File: src/rtl/csma_tx_pkg.sv
package csma_tx_pkg;

   typedef enum logic [2:0] {
      ST_IDLE,
      ST_DEFER,
      ST_SEND,
      ST_JAM,
      ST_BACKOFF
   } tx_state_e;

endpackage

File: src/rtl/csma_gap_timer.sv
module csma_gap_timer #(
   parameter int unsigned GAP_BITS = 96
) (
   input  logic clk,
   input  logic rst_n,
   input  logic medium_busy_i,
   output logic gap_ok_o
);
   localparam int unsigned CNT_W = $clog2(GAP_BITS);
   localparam logic [CNT_W-1:0] CNT_LAST = CNT_W'(GAP_BITS - 1);

   initial begin
      if (GAP_BITS < 2) $error("csma_gap_timer: GAP_BITS must be at least 2");
   end

   logic [CNT_W-1:0] quiet_q;

   // Counts quiet cycles since the medium was last busy, saturating at the gap
   always_ff @(posedge clk or negedge rst_n) begin
      if (!rst_n) begin
         quiet_q <= CNT_LAST;
      end else if (medium_busy_i) begin
         quiet_q <= '0;
      end else if (quiet_q != CNT_LAST) begin
         quiet_q <= quiet_q + 1'b1;
      end
   end

   assign gap_ok_o = (quiet_q == CNT_LAST);

   // any busy cycle restarts the full gap
   p_busy_restarts_gap_r3: assert property (@(posedge clk) disable iff (!rst_n)
      medium_busy_i |=> !gap_ok_o);

endmodule

File: src/rtl/csma_backoff.sv
module csma_backoff #(
   parameter int unsigned SLOT_BITS   = 512,
   parameter int unsigned BACKOFF_CAP = 10,
   parameter int unsigned ATT_W       = 5,
   parameter int unsigned LFSR_W      = 16
) (
   input  logic              clk,
   input  logic              rst_n,
   input  logic              seed_load_i,
   input  logic [LFSR_W-1:0] seed_i,
   input  logic              draw_i,
   input  logic [ATT_W-1:0]  attempts_i,
   output logic              expired_o
);
   localparam int unsigned SUB_W = $clog2(SLOT_BITS);
   localparam logic [SUB_W-1:0] SUB_LAST = SUB_W'(SLOT_BITS - 1);

   initial begin
      if (SLOT_BITS < 2) $error("csma_backoff: SLOT_BITS must be at least 2");
      if (BACKOFF_CAP > LFSR_W) $error("csma_backoff: BACKOFF_CAP exceeds LFSR_W");
      if (LFSR_W != 16 && LFSR_W != 32) $error("csma_backoff: LFSR_W must be 16 or 32");
   end

   logic [LFSR_W-1:0]      lfsr_q;
   logic [LFSR_W-1:0]      lfsr_next;
   logic [BACKOFF_CAP-1:0] window;
   logic [BACKOFF_CAP-1:0] slots_q;
   logic [SUB_W-1:0]       sub_q;

   // Galois shift register; the polynomial follows the chosen width
   generate
      if (LFSR_W == 32) begin : g_lfsr32
         assign lfsr_next = {1'b0, lfsr_q[LFSR_W-1:1]}
                            ^ (lfsr_q[0] ? LFSR_W'(32'h8020_0003) : '0);
      end else begin : g_lfsr16
         assign lfsr_next = {1'b0, lfsr_q[LFSR_W-1:1]}
                            ^ (lfsr_q[0] ? LFSR_W'(16'hB400) : '0);
      end
   endgenerate

   always_ff @(posedge clk or negedge rst_n) begin
      if (!rst_n) begin
         lfsr_q <= LFSR_W'(1);
      end else if (seed_load_i) begin
         lfsr_q <= seed_i | LFSR_W'(seed_i == '0);
      end else begin
         lfsr_q <= lfsr_next;
      end
   end

   // Window bit b is open once more than b collisions occurred (caps by width)
   always_comb begin
      for (int b = 0; b < int'(BACKOFF_CAP); b++) begin
         window[b] = (int'(attempts_i) > b);
      end
   end

   always_ff @(posedge clk or negedge rst_n) begin
      if (!rst_n) begin
         slots_q <= '0;
         sub_q   <= '0;
      end else if (draw_i) begin
         slots_q <= lfsr_q[BACKOFF_CAP-1:0] & window;
         sub_q   <= '0;
      end else if (slots_q != '0) begin
         if (sub_q == SUB_LAST) begin
            sub_q   <= '0;
            slots_q <= slots_q - 1'b1;
         end else begin
            sub_q <= sub_q + 1'b1;
         end
      end
   end

   assign expired_o = (slots_q == '0);

   // a drawn slot count never falls outside the window for this attempt
   p_draw_in_window_r7: assert property (@(posedge clk) disable iff (!rst_n)
      draw_i |=> ((slots_q & ~$past(window)) == '0));

endmodule

File: src/rtl/csma_tx_ctrl.sv
module csma_tx_ctrl
   import csma_tx_pkg::*;
#(
   parameter int unsigned LEN_W         = 11,
   parameter int unsigned GAP_BITS      = 96,
   parameter int unsigned SLOT_BITS     = 512,
   parameter int unsigned JAM_BITS      = 32,
   parameter int unsigned ATTEMPT_LIMIT = 16,
   parameter int unsigned BACKOFF_CAP   = 10,
   parameter int unsigned LFSR_W        = 16
) (
   input  logic              clk,
   input  logic              rst_n,
   input  logic              start_i,
   input  logic [LEN_W-1:0]  frame_len_i,
   input  logic              frame_bit_i,
   output logic [LEN_W-1:0]  bit_index_o,
   input  logic              carrier_i,
   input  logic              collision_i,
   input  logic [LFSR_W-1:0] seed_i,
   output logic              tx_bit_o,
   output logic              tx_en_o,
   output logic              done_o,
   output logic              ok_o,
   output logic              excess_o
);
   localparam int unsigned ATT_W = $clog2(ATTEMPT_LIMIT + 2);
   localparam int unsigned JAM_W = $clog2(JAM_BITS);
   localparam logic [JAM_W-1:0] JAM_LAST = JAM_W'(JAM_BITS - 1);
   localparam logic [ATT_W-1:0] ATT_MAX  = ATT_W'(ATTEMPT_LIMIT);

   initial begin
      if (JAM_BITS < 2) $error("csma_tx_ctrl: JAM_BITS must be at least 2");
      if (ATTEMPT_LIMIT < 1) $error("csma_tx_ctrl: ATTEMPT_LIMIT must be at least 1");
      if (LEN_W < 1) $error("csma_tx_ctrl: LEN_W must be at least 1");
   end

   tx_state_e        state_q;
   logic [ATT_W-1:0] attempts_q;
   logic [LEN_W-1:0] bit_cnt_q;
   logic [LEN_W-1:0] len_q;
   logic [JAM_W-1:0] jam_cnt_q;
   logic             done_q;
   logic             ok_q;
   logic             excess_q;

   logic             gap_ok;
   logic             bo_expired;
   logic             seed_load;
   logic             bo_draw;
   logic             jam_last;
   logic             last_bit;
   logic [ATT_W-1:0] attempts_inc;
   logic             att_over;

   assign seed_load    = (state_q == ST_IDLE) && start_i;
   assign jam_last     = (state_q == ST_JAM) && (jam_cnt_q == JAM_LAST);
   assign last_bit     = (bit_cnt_q == len_q - 1'b1);
   assign attempts_inc = attempts_q + 1'b1;
   assign att_over     = (attempts_inc > ATT_MAX);
   assign bo_draw      = jam_last && !att_over;

   csma_gap_timer #(
      .GAP_BITS (GAP_BITS)
   ) u_gap (
      .clk           (clk),
      .rst_n         (rst_n),
      .medium_busy_i (tx_en_o | carrier_i),
      .gap_ok_o      (gap_ok)
   );

   csma_backoff #(
      .SLOT_BITS   (SLOT_BITS),
      .BACKOFF_CAP (BACKOFF_CAP),
      .ATT_W       (ATT_W),
      .LFSR_W      (LFSR_W)
   ) u_backoff (
      .clk         (clk),
      .rst_n       (rst_n),
      .seed_load_i (seed_load),
      .seed_i      (seed_i),
      .draw_i      (bo_draw),
      .attempts_i  (attempts_inc),
      .expired_o   (bo_expired)
   );

   always_ff @(posedge clk or negedge rst_n) begin
      if (!rst_n) begin
         state_q    <= ST_IDLE;
         attempts_q <= '0;
         bit_cnt_q  <= '0;
         len_q      <= '0;
         jam_cnt_q  <= '0;
         done_q     <= 1'b0;
         ok_q       <= 1'b0;
         excess_q   <= 1'b0;
      end else begin
         done_q <= 1'b0;
         unique case (state_q)
            ST_IDLE: begin
               if (start_i) begin
                  len_q      <= frame_len_i;
                  attempts_q <= '0;
                  ok_q       <= 1'b0;
                  excess_q   <= 1'b0;
                  state_q    <= ST_DEFER;
               end
            end
            ST_DEFER: begin
               if (!carrier_i && gap_ok) begin
                  bit_cnt_q <= '0;
                  state_q   <= ST_SEND;
               end
            end
            ST_SEND: begin
               if (collision_i) begin
                  jam_cnt_q <= '0;
                  state_q   <= ST_JAM;
               end else if (last_bit) begin
                  done_q  <= 1'b1;
                  ok_q    <= 1'b1;
                  state_q <= ST_IDLE;
               end else begin
                  bit_cnt_q <= bit_cnt_q + 1'b1;
               end
            end
            ST_JAM: begin
               if (jam_cnt_q == JAM_LAST) begin
                  attempts_q <= attempts_inc;
                  if (att_over) begin
                     done_q   <= 1'b1;
                     excess_q <= 1'b1;
                     state_q  <= ST_IDLE;
                  end else begin
                     state_q <= ST_BACKOFF;
                  end
               end else begin
                  jam_cnt_q <= jam_cnt_q + 1'b1;
               end
            end
            ST_BACKOFF: begin
               if (bo_expired) state_q <= ST_DEFER;
            end
            default: state_q <= ST_IDLE;
         endcase
      end
   end

   always_comb begin
      tx_en_o  = (state_q == ST_SEND) || (state_q == ST_JAM);
      tx_bit_o = 1'b0;
      if (state_q == ST_SEND) tx_bit_o = frame_bit_i;
      else if (state_q == ST_JAM) tx_bit_o = ~jam_cnt_q[0];
   end

   assign bit_index_o = bit_cnt_q;
   assign done_o      = done_q;
   assign ok_o        = ok_q;
   assign excess_o    = excess_q;

   // an accepted start leaves no stale status and no stale attempts
   p_start_clears_r1: assert property (@(posedge clk) disable iff (!rst_n)
      (state_q == ST_IDLE && start_i) |=> (attempts_q == '0 && !ok_o && !excess_o));

   // no transmission begins while carrier is present
   p_defer_on_carrier_r2: assert property (@(posedge clk) disable iff (!rst_n)
      (state_q == ST_DEFER && carrier_i) |=> !tx_en_o);

   // transmission starts only when the gap timer reported a full gap
   p_gap_before_tx_r3: assert property (@(posedge clk) disable iff (!rst_n)
      $rose(tx_en_o) |-> $past(gap_ok));

   // a collision during frame data turns into a jam that starts with 1
   p_collision_jams_r5: assert property (@(posedge clk) disable iff (!rst_n)
      (state_q == ST_SEND && collision_i) |=> (tx_en_o && tx_bit_o));

   // the attempt count never runs past the limit plus one
   p_attempt_bound_r6: assert property (@(posedge clk) disable iff (!rst_n)
      attempts_q <= ATT_W'(ATTEMPT_LIMIT + 1));

   // completion is a single-cycle pulse
   p_done_pulse_r8: assert property (@(posedge clk) disable iff (!rst_n)
      done_o |=> !done_o);

   // the outcome flags are exclusive
   p_status_excl_r9: assert property (@(posedge clk) disable iff (!rst_n)
      !(ok_o && excess_o));

endmodule

File: config.mk
export PLATFORM = sky130hd
export DESIGN_NAME = csma_tx_ctrl
export DESIGN_NICKNAME = d
export VERILOG_FILES = /design/src/rtl/csma_tx_pkg.sv /design/src/rtl/csma_gap_timer.sv /design/src/rtl/csma_backoff.sv /design/src/rtl/csma_tx_ctrl.sv
export SDC_FILE = /design/constraint.sdc
export NUM_CORES = 1
export LEC_CHECK = 0
export BUFFER_PORTS_ARGS = -buffer_cell sky130_fd_sc_hd__buf_2
export CAP_MARGIN = 25
export CORE_ASPECT_RATIO = 2
export CORE_MARGIN = 2
export CORE_UTILIZATION = 50
export CTS_BUF_LIST = sky130_fd_sc_hd__clkbuf_4 sky130_fd_sc_hd__clkbuf_8 sky130_fd_sc_hd__clkbuf_16
export CTS_CLUSTER_SIZE = 30
export DETAILED_ROUTE_END_ITERATION = 16
export GPL_TIMING_DRIVEN = 0
export PLACE_DENSITY_LB_ADDON = 0.1
export RECOVER_POWER = 25
export SLEW_MARGIN = 20
export SYNTH_ARGS = -nofsm -noshare
export SYNTH_HDL_FRONTEND = slang
export SYNTH_SLANG_ARGS = --single-unit
File: constraint.sdc
create_clock -name clk -period 3.65 [get_ports clk]
set_clock_uncertainty 0.05 [all_clocks]
set_input_delay 0.9125 -clock clk [delete_from_list [all_inputs] [get_ports clk]]
set_output_delay 0.9125 -clock clk [all_outputs]
set_load 0.02 [all_outputs]
# Word level (Yosys, flattened, before mapping)
# Cells that the tools add are included.
[totals] inputBits=33 wordCells=123 register_bits=80 out_inout_bits=16
[classes] n_addsub=7 eq_ne=20 bitwise_logic=5 magnitude_cmp=11 muxes=42 reduce_logical=26
[ops] op="$mux W11" count=3
[ops] op="$mux W16" count=2
[ops] op="$mux W10" count=3
[ops] op="$mux W9" count=3
[ops] op="$pmux W11 S2" count=1
[ops] op="$mux W3" count=7
[ops] op="$gt A5 B3 Y1 const B" count=4
[ops] op="$mux W5" count=4
[ops] op="$pmux W5 S2" count=2
[ops] op="$ne A2 B2 Y1 const B" count=9
[ops] op="$logic_not A16 Y1" count=1
[ops] op="$or A16 B1 Y16" count=1
[ops] op="$xor A15 B16 Y16" count=1
[ops] op="$pmux W3 S5" count=1
[ops] op="$mux W7" count=2
[ops] op="$reduce_bool A2 Y1" count=7
[ops] op="$reduce_and A4 Y1" count=3
[ops] op="$add A11 B1 Y11 const B" count=1
[ops] op="$eq A11 B11 Y1" count=1
[ops] op="$mux W1" count=11
[ops] op="$sub A11 B1 Y11 const B" count=1
[ops] op="$add A5 B1 Y5 const B" count=2
[ops] op="$and A10 B10 Y10" count=1
[ops] op="$gt A5 B1 Y1 const B" count=2
[ops] op="other kinds (27)" count=38

# Logic depth before layout (Yosys ltp)
# Gate-level depths: netlist of run 1.
[logic_depth] depth_word=6 depth_mapped=10 depth_no_buf=9

# Modules after synthesis
# A second synthesis of run 1 with hierarchy kept.
[hier_totals] hier_cells=495 hier_area_um2=4541.9
[modules_own_cells] module="csma_tx_ctrl" cells_per_inst=267 seq_area_each_um2=950.9 area_per_inst_um2=2290.9 n_inst=1
[modules_own_cells] module="csma_backoff" cells_per_inst=190 seq_area_each_um2=877.1 area_per_inst_um2=1879.3 n_inst=1
[modules_own_cells] module="csma_gap_timer" cells_per_inst=38 seq_area_each_um2=182.7 area_per_inst_um2=371.6 n_inst=1

# Least setup slack after synthesis of run 1
# No wires, ideal clock.
[synth_timing] path_type="input-to-reg" from="in start_i" to="reg u_backoff.slots_q[9]" stages=9 setup_ns=0.137 path_buffers=3 t_arrival_ns=2.574 required_time_ns=3.463 path_slack_ns=0.889 path_cell_list="nor2b_1 -> and2_1 -> clkbuf_1 -> nor2_1 -> or2_2 -> a21oi_1 -> clkbuf_1 -> clkbuf_1 -> a21oi_1"
[synth_rtl] item="start: declaration" line_no="csma_tx_ctrl.sv:14" source="input logic start_i,"
[synth_rtl] item="end signal: assignment" line_no="csma_backoff.sv:63" source="slots_q <= lfsr_q[BACKOFF_CAP-1:0] & window;"
[synth_rtl] item="end signal: assignment" line_no="csma_backoff.sv:68" source="slots_q <= slots_q - 1'b1;"
[synth_rtl] item="end: declaration" line_no="csma_backoff.sv:27" source="logic [BACKOFF_CAP-1:0] slots_q;"

==> results.cfg, run 1 <==
[synthesis]
ys.flop_type = dfrtp_1
syn_nets = 547
syn_avg_cell_area_um2 = 8.78
synth_top_family_by_area = simple AND/OR/NAND/NOR gates
synth_edf_count = 0
yosys_warnings = 0
synth-seq-cells = 80
async_flop_share = 1.00
muxShareOfSynthArea = 0.0116
synth_compound_area_frac = 0.126
synthDistinctLibCells = 55
yosys.area_share.simple = 0.279
seq_area_frac_synth = 0.456
synth_xor_area_frac = 0.0627
synth_fa_ha_area_frac = 0.0341
syn_inst = 502
syn_area_um2 = 4410

[timing]
worst_pin_slew_ns = 2.00
report.final.slew_viol_count = 34
fin_tns_setup_ns = 0
period_minus_slack_ns = 2.99
fin_crit_sh = 0.820
setup_violations = 0
max_freq_mhz = 334
worst_slack_ns = 0.656
rsz0062_at_grt = false
hold_viol = 0
slew_headroom = -0.337

[floorplanning]
rows = 48
core_area_um2 = 8590
initial_core_util = 0.513
fp.dieArea_um2 = 9630
die_w_um = 70.4
die_h_um = 137
ios = 49

[clock_tree]
cts_setup_buffers = 0
cts_resized = 0
cts_sinks = 80
cts_buffers = 9
root_buffer = clkbuf_16
ctsHoldBuffers = 0
clk_latency_ns = 0.33
cts_tree = done
h-tree-depth = 3
clk_pin_slew_ns = 0.06
cts_buffer_depth = 2

[global_route]
grt_pass1_wl_um = 18000
grt_overflow_total = 0
grt_pass1_vias = 3845
antenna_found_initial = 0
grt_max_degree = 48
grt_use_total = 0.238

[place]
dp_cells = 651
detailed_place_hpwl_um = 8000
gp_congestion = 0.845
dp_slack_ns = 0.325
numPortBuffers = 48

[final_layout]
stdcell_count = 668
n_antenna_cell = 0
drive_gt1_frac = 0.151
fin_nets = 608
fin_util = 0.599
area_growth_pct = 16.7

[power]
p_per_area_nw_per_um2 = 748
power.leakage_nw = 2.31
vdd.ir_drop.worst_mv = 0.412

[min_path]
hold_start = u_backoff.lfsr_q[10]$_DFF_PN0_
hold_path_class = flop to flop
whs_endpoint = u_backoff.lfsr_q[9]$_DFF_PN0_
whs_path_depth = 2

[drt]
drtIter0Drc = 186
drt_pass1_iterations = 4
wl_per_cell_um = 15.9
drtAntennaViolNets = 0
routed_wl_um = 10600
remaining_drc_errors = 0
vias = 3818
viasPerCell = 5.72

[run]
max_cap_viol_count = 1

[critical_path]
cpPeakStageDelay_ns = 0.42
path_cells = buf_2, nor2b_1, and2_1, clkbuf_1, nor2_1, or2_2, a21oi_1, clkbuf_1, clkbuf_1, a21oi_1
worstReg2RegEnd = bit_index_o[4]$_DFFE_PN0P_
crit_family = buffers and inverters
path_buf_inv = 4
crit_fanout = 10
crit_path_top_delay_cell = clkbuf_1
required_ns = 3.79
reg2reg_from = len_q[0]$_DFFE_PN0P_
worstSetupEndpointType = flop
critPathLaunchType = primary input
r2r_cells = 10
cp.arrival_ns = 3.13
path_class = primary input to flop
r2r_slack_ns = 0.68
crit_top_cell = clkbuf_1

[run_status]
status = finished with violations
violations = capacitance limit, slew limit
==> flip-flops by register name, indices dropped and copies added (netlist names) <==
name	cells
state_q	3
attempts_q	5
ok_o	1
done_o	1
u_gap.quiet_q	7
u_backoff.sub_q	9
bit_index_o	11
len_q	11
u_backoff.lfsr_q	16
jam_cnt_q	5
u_backoff.slots_q	10
excess_o	1
==> per-layer routing <==
| metal | up-vias | routed length (µm) | global-route usage |
|---|---|---|---|
| met5 | - | 0 | 0 |
| met4 | 0 | 291 | 0.0983 |
| met3 | 22 | 314 | 0.0412 |
| met2 | 76 | 5870 | 0.447 |
| met1 | 1837 | 4160 | 0.259 |
| li1 | 1883 | - | - |
==> tightest hold or removal path: stages, from the launching register on <==
cell and delay (ns):
dfrtp_1 0.32, nand2_1 0.04, nand2_1 0.05
==> synth_stat cells (all sizes together), types with 2 or more instances <==
| library cell | instances | area, µm² |
|---|---|---|
| and4 | 2 | 17.5 |
| or3 | 8 | 50.1 |
| nor2 | 43 | 161 |
| dfstp | 7 | 184 |
| buf | 3 | 26.3 |
| nand4 | 4 | 25.0 |
| a22o | 2 | 17.5 |
| xnor2 | 18 | 158 |
| nor3b | 3 | 22.5 |
| or4 | 6 | 52.6 |
| or2 | 2 | 12.5 |
| nor4 | 8 | 50.1 |
| xor2 | 11 | 96.3 |
| nor4b | 2 | 17.5 |
| a21oi | 28 | 144 |
| nand3b | 4 | 30.0 |
| nand3 | 30 | 150 |
| inv | 13 | 48.8 |
| clkbuf | 16 | 60.1 |
| nor2b | 3 | 18.8 |
| and3 | 5 | 31.3 |
| o21ai | 30 | 154 |
| nor3 | 21 | 105 |
| o211ai | 8 | 60.1 |
| dfrtp | 73 | 1830 |
| nand2 | 95 | 357 |
| o221ai | 2 | 17.5 |
| nand2b | 12 | 75.1 |
| ha | 12 | 150 |
| o31ai | 6 | 58.8 |
| nand4b | 2 | 17.5 |
| mux2i | 4 | 40.0 |
| a211oi | 2 | 15.0 |
==> cells in the final DEF, fill, tap and decap left out, types with 3 or more instances in the layout <==
| cell | instances |
|---|---|
| dfrtp_1 | 73 |
| nand3_1 | 30 |
| nand2_1 | 95 |
| nor3_1 | 21 |
| xnor2_1 | 18 |
| nor4_1 | 8 |
| inv_1 | 13 |
| clkbuf_1 | 17 |
| ha_1 | 12 |
| nor3b_1 | 3 |
| o31ai_1 | 5 |
| xor2_1 | 11 |
| nand2b_1 | 12 |
| clkbuf_16 | 9 |
| o211ai_1 | 8 |
| buf_2 | 47 |
| mux2i_1 | 4 |
| or3_1 | 8 |
| nor2_1 | 43 |
| and3_1 | 5 |
| dfstp_2 | 7 |
| nand3b_1 | 4 |
| a21oi_1 | 27 |
| or4_1 | 4 |
| nor2b_1 | 3 |
| nand4_1 | 4 |
| o21ai_0 | 29 |
==> where the power goes <==
| group | leakage [nW] | internal [mW] | switching (mW) |
|---|---|---|---|
| logic | 1.16 | 0.543 | 0.728 |
| clock network | 0.167 | 0.651 | 0.345 |
| registers | 0.987 | 1.23 | 0.356 |
==> per-stage QoR <==
stage          hold WS (ns)  total power [mW]  instance area [µm²]
2_1_floorplan         0.371              2.46                 4410
3_3_place_gp          0.385              2.80                 4770
3_5_place_dp          0.389              2.86                 4810
4_1_cts               0.402              3.87                 5140
5_1_grt               0.429              4.13                 5140
6_report              0.400              3.85                 5140
==> final cells by class <==
type	instances	area [µm²]
buffer	19	86.3
clock buffer	13	268
clock inverter	3	65.1
fill	763	3440
inverter	13	48.8
multi-input combinational	390	2270
sequential	80	2010
tap	100	125
timing repair buffer	50	272
==> worst max path at each step <==
stage / from / to / slack [ns] / cells past startpoint
2_1_floorplan: start_i / u_backoff.slots_q[9]$_DFFE_PN0P_ / 0.89 / 9
3_3_place_gp: start_i / u_backoff.slots_q[9]$_DFFE_PN0P_ / 0.34 / 10
3_5_place_dp: start_i / u_backoff.slots_q[9]$_DFFE_PN0P_ / 0.33 / 10
4_1_cts: start_i / u_backoff.slots_q[9]$_DFFE_PN0P_ / 0.64 / 10
5_1_grt: start_i / u_backoff.slots_q[9]$_DFFE_PN0P_ / 0.46 / 10
6_report: start_i / u_backoff.slots_q[9]$_DFFE_PN0P_ / 0.66 / 10
==> cells by family (layout without fill, tap and decap cells) <==
logic type,Yosys count,count (layout)
adder cells (fa/ha/maj),12,12
buffers and inverters,32,98
XOR/XNOR,30,30
flip-flops,80,80
AND/OR/NAND/NOR,254,254
AO/OA/AOI/OAI,89,89
multiplexers,5,5
(Power assumes the default switching activity.)
==> run 2: changes to the inputs <==
--- a/config.mk
+++ b/config.mk
@@ -5,6 +5,7 @@
 export SDC_FILE = /design/constraint.sdc
 export NUM_CORES = 1
 export LEC_CHECK = 0
+export ABC_AREA = 1
 export BUFFER_PORTS_ARGS = -buffer_cell sky130_fd_sc_hd__buf_2
 export CAP_MARGIN = 25
 export CORE_ASPECT_RATIO = 2
==> constraint.sdc (replaced) <==
create_clock -name clk -period 3 [get_ports clk]
set_clock_uncertainty 0.05 [all_clocks]
set_input_delay 0.75 -clock clk [delete_from_list [all_inputs] [get_ports clk]]
set_output_delay 0.75 -clock clk [all_outputs]
set_load 0.02 [all_outputs]
==> results.cfg, run 2 <==
[drt]
routed_wl_um = 11500
wl_met1_um = 4240
drtAntennaViolNets = 0
drtIter0Drc = 220
route.met2.wl_um = 6690
drt_pass1_iterations = 4
dr_wl_met3_um = 285
remaining_drc_errors = 0
wl_per_cell_um = 14.3
viasPerCell = 5.25
vias = 4217
dr.max_layer_used = met4

[clock_tree]
root_buffer = clkbuf_16
clk_latency_ns = 0.34
cts_sinks = 80
cts_tree = done
cts_setup_buffers = 0
clk_pin_slew_ns = 0.06
h-tree-depth = 3
cts_resized = 0
ctsHoldBuffers = 0
cts_buffers = 9
cts_buffer_depth = 2

[synthesis]
synth_top_area_frac = 0.385
seq_area_frac_synth = 0.423
synth_top_area_cell = dfrtp_1
synthDistinctLibCells = 40
syn_area_um2 = 4750
synth-seq-cells = 80
synth_edf_count = 0
synth_area_leaders = dfrtp_1 (38%), nand2_1 (14%), nand3_1 (5.8%), inv_1 (5.5%), o21ai_0 (4.7%)
yosys_warnings = 0
syn_avg_cell_area_um2 = 7.49
yosysMostFrequentCell = nand2_1
ys.flop_type = dfrtp_1
synth_common_cells = nand2_1 (181), dfrtp_1 (73), inv_1 (69)
async_flop_share = 1.00
syn_inst = 634
syn_nets = 679

[final_layout]
top_register = u_backoff.lfsr_q
drive_gt1_frac = 0.166
largest_register_ffs = 16
area_growth_pct = 14.2
fin_util = 0.582
n_antenna_cell = 0
fin_nets = 739
layout_commonest_cell = nand2_1
final_cell_mix = nand2_1 (181), dfrtp_1 (73), inv_1 (69)

[floorplanning]
die_h_um = 142
initial_core_util = 0.510
die_w_um = 72.9
ios = 49
core_area_um2 = 9320
rows = 50
fp.dieArea_um2 = 10300

[timing]
hold_viol = 0
period_minus_slack_ns = 2.40
report.final.slew_viol_count = 30
setup_violations = 0
slew_headroom = -0.183
hold_ws_ns = 0.394
rsz0062_at_grt = false
max_freq_mhz = 416
worst_pin_slew_ns = 1.78
fin_tns_setup_ns = 0
worst_slack_ns = 0.595
fin_crit_sh = 0.802

[run_status]
status = finished with violations
violations = capacitance limit, slew limit

[critical_path]
cpPeakStageDelay_ns = 0.44
crit_fanout = 6
path_cells = nor2_4, inv_2, nor2_4, inv_2, o21ai_0, buf_2
r2r_cells = 13
crit_path_top_delay_cell = dfrtp_1
required_ns = 2.20
critPathLaunchType = flop
cp.arrival_ns = 1.60
path_class = flop to output port
worstSetupEndpointType = output port

[place]
gp_congestion = 0.858
dp_slack_ns = 0.682
detailed_place_hpwl_um = 9060
numPortBuffers = 48

[min_path]
hold_path_class = flop to flop
whs_path_depth = 2

[power]
p_int_mw = 2.43
power.leakage_nw = 2.64
sequentialPowerShare = 0.386
vdd.ir_drop.worst_mv = 0.519
p_clk_frac = 0.253
p_comb_frac = 0.361
swShare = 0.403
p_switching_mw = 1.64
p_per_area_nw_per_um2 = 751
power.total_mw = 4.08

[global_route]
grt_max_degree = 52
antenna_found_initial = 0
grt_use_total = 0.237
grt_pass1_vias = 4145
grt_overflow_total = 0
grt_pass1_wl_um = 19000

[run]
max_cap_viol_count = 1
-- run 2: changes by cell type in the layout (fill, tap and decap cells not counted), moves of 10 or more --
cell / before / now
nor2_1: 43 / 56
nand3_1: 30 / 55
a21oi_1: 27 / 13
nand2_1: 95 / 181
o21ai_1: 0 / 10
inv_2: 0 / 10
o21ai_0: 29 / 45
inv_1: 13 / 69
nand2b_1: 12 / 0
xnor2_1: 18 / 7
clkbuf_1: 17 / 7
-- run 2: metrics by stage --
stage,cells,cell area (µm²)
floorplan,634,4750
global placement,786,5120
detailed placement,787,5150
CTS,803,5430
global route,803,5430
finish,803,5430
-- run 2: area by class of cell --
cell class | instances | area [µm²]
well taps | 104 | 130
flip-flops and latches | 80 | 2010
multi-input cells | 463 | 2370
clock buffers | 11 | 246
plain buffers | 12 | 73.8
inverters | 79 | 297
clock inverters | 5 | 33.8
fillers | 886 | 3890
repair buffers | 49 | 267
-- run 2: power groups by stage --
stage	Sequential, mW	Combinational (mW)	Clock (mW)
floorplan	1.55	1.09	0
global placement	1.59	1.44	0
detailed placement	1.59	1.48	0
CTS	1.57	1.49	1.05
global route	1.60	1.68	1.10
finish	1.57	1.47	1.03
-- run 2: path summary, 6_finish.rpt --
path	startpoint	to	slack [ns]
hold reg to reg	u_backoff.lfsr_q[10]$_DFF_PN0_	u_backoff.lfsr_q[9]$_DFF_PN0_	0.39
setup reg to reg	u_gap.quiet_q[1]$_DFFE_PN1P_	bit_index_o[6]$_DFFE_PN0P_	0.67
hold / removal	u_backoff.lfsr_q[10]$_DFF_PN0_	u_backoff.lfsr_q[9]$_DFF_PN0_	0.39
max in group asynchronous	rst_n	u_backoff.lfsr_q[0]$_DFF_PN1_	1.03
setup / recovery	state_q[2]$_DFFE_PN0P_	tx_bit_o	0.60
min in group asynchronous	rst_n	u_backoff.sub_q[6]$_DFFE_PN0P_	0.83
-- run 2: worst max-delay path: cells and delay by family, from the launching register on --
kind | cells | cell delay (ns)
DFF | 1 | 0.44
and+or+nand+nor | 2 | 0.32
AOI/OAI and AO/OA | 1 | 0.14
buffers and inverters | 3 | 0.36
-- run 2: cell families (layout without fill, tap and decap cells) --
logic type / Yosys count / after routing / synth area share
and+or+nand+nor: 340 / 340 / 0.320
adders and majority gates: 12 / 12 / 0.0316
DFF: 80 / 80 / 0.423
buffers and inverters: 91 / 156 / 0.0780
AOI/OAI and AO/OA: 89 / 89 / 0.105
xor gates and xnor gates: 22 / 22 / 0.0421
-- run 2: per-layer routing --
layer	vias up	GRT usage
met4	0	0.0945
met2	67	0.458
met3	25	0.0376
met5	-	0
li1	2154	-
met1	1971	0.241
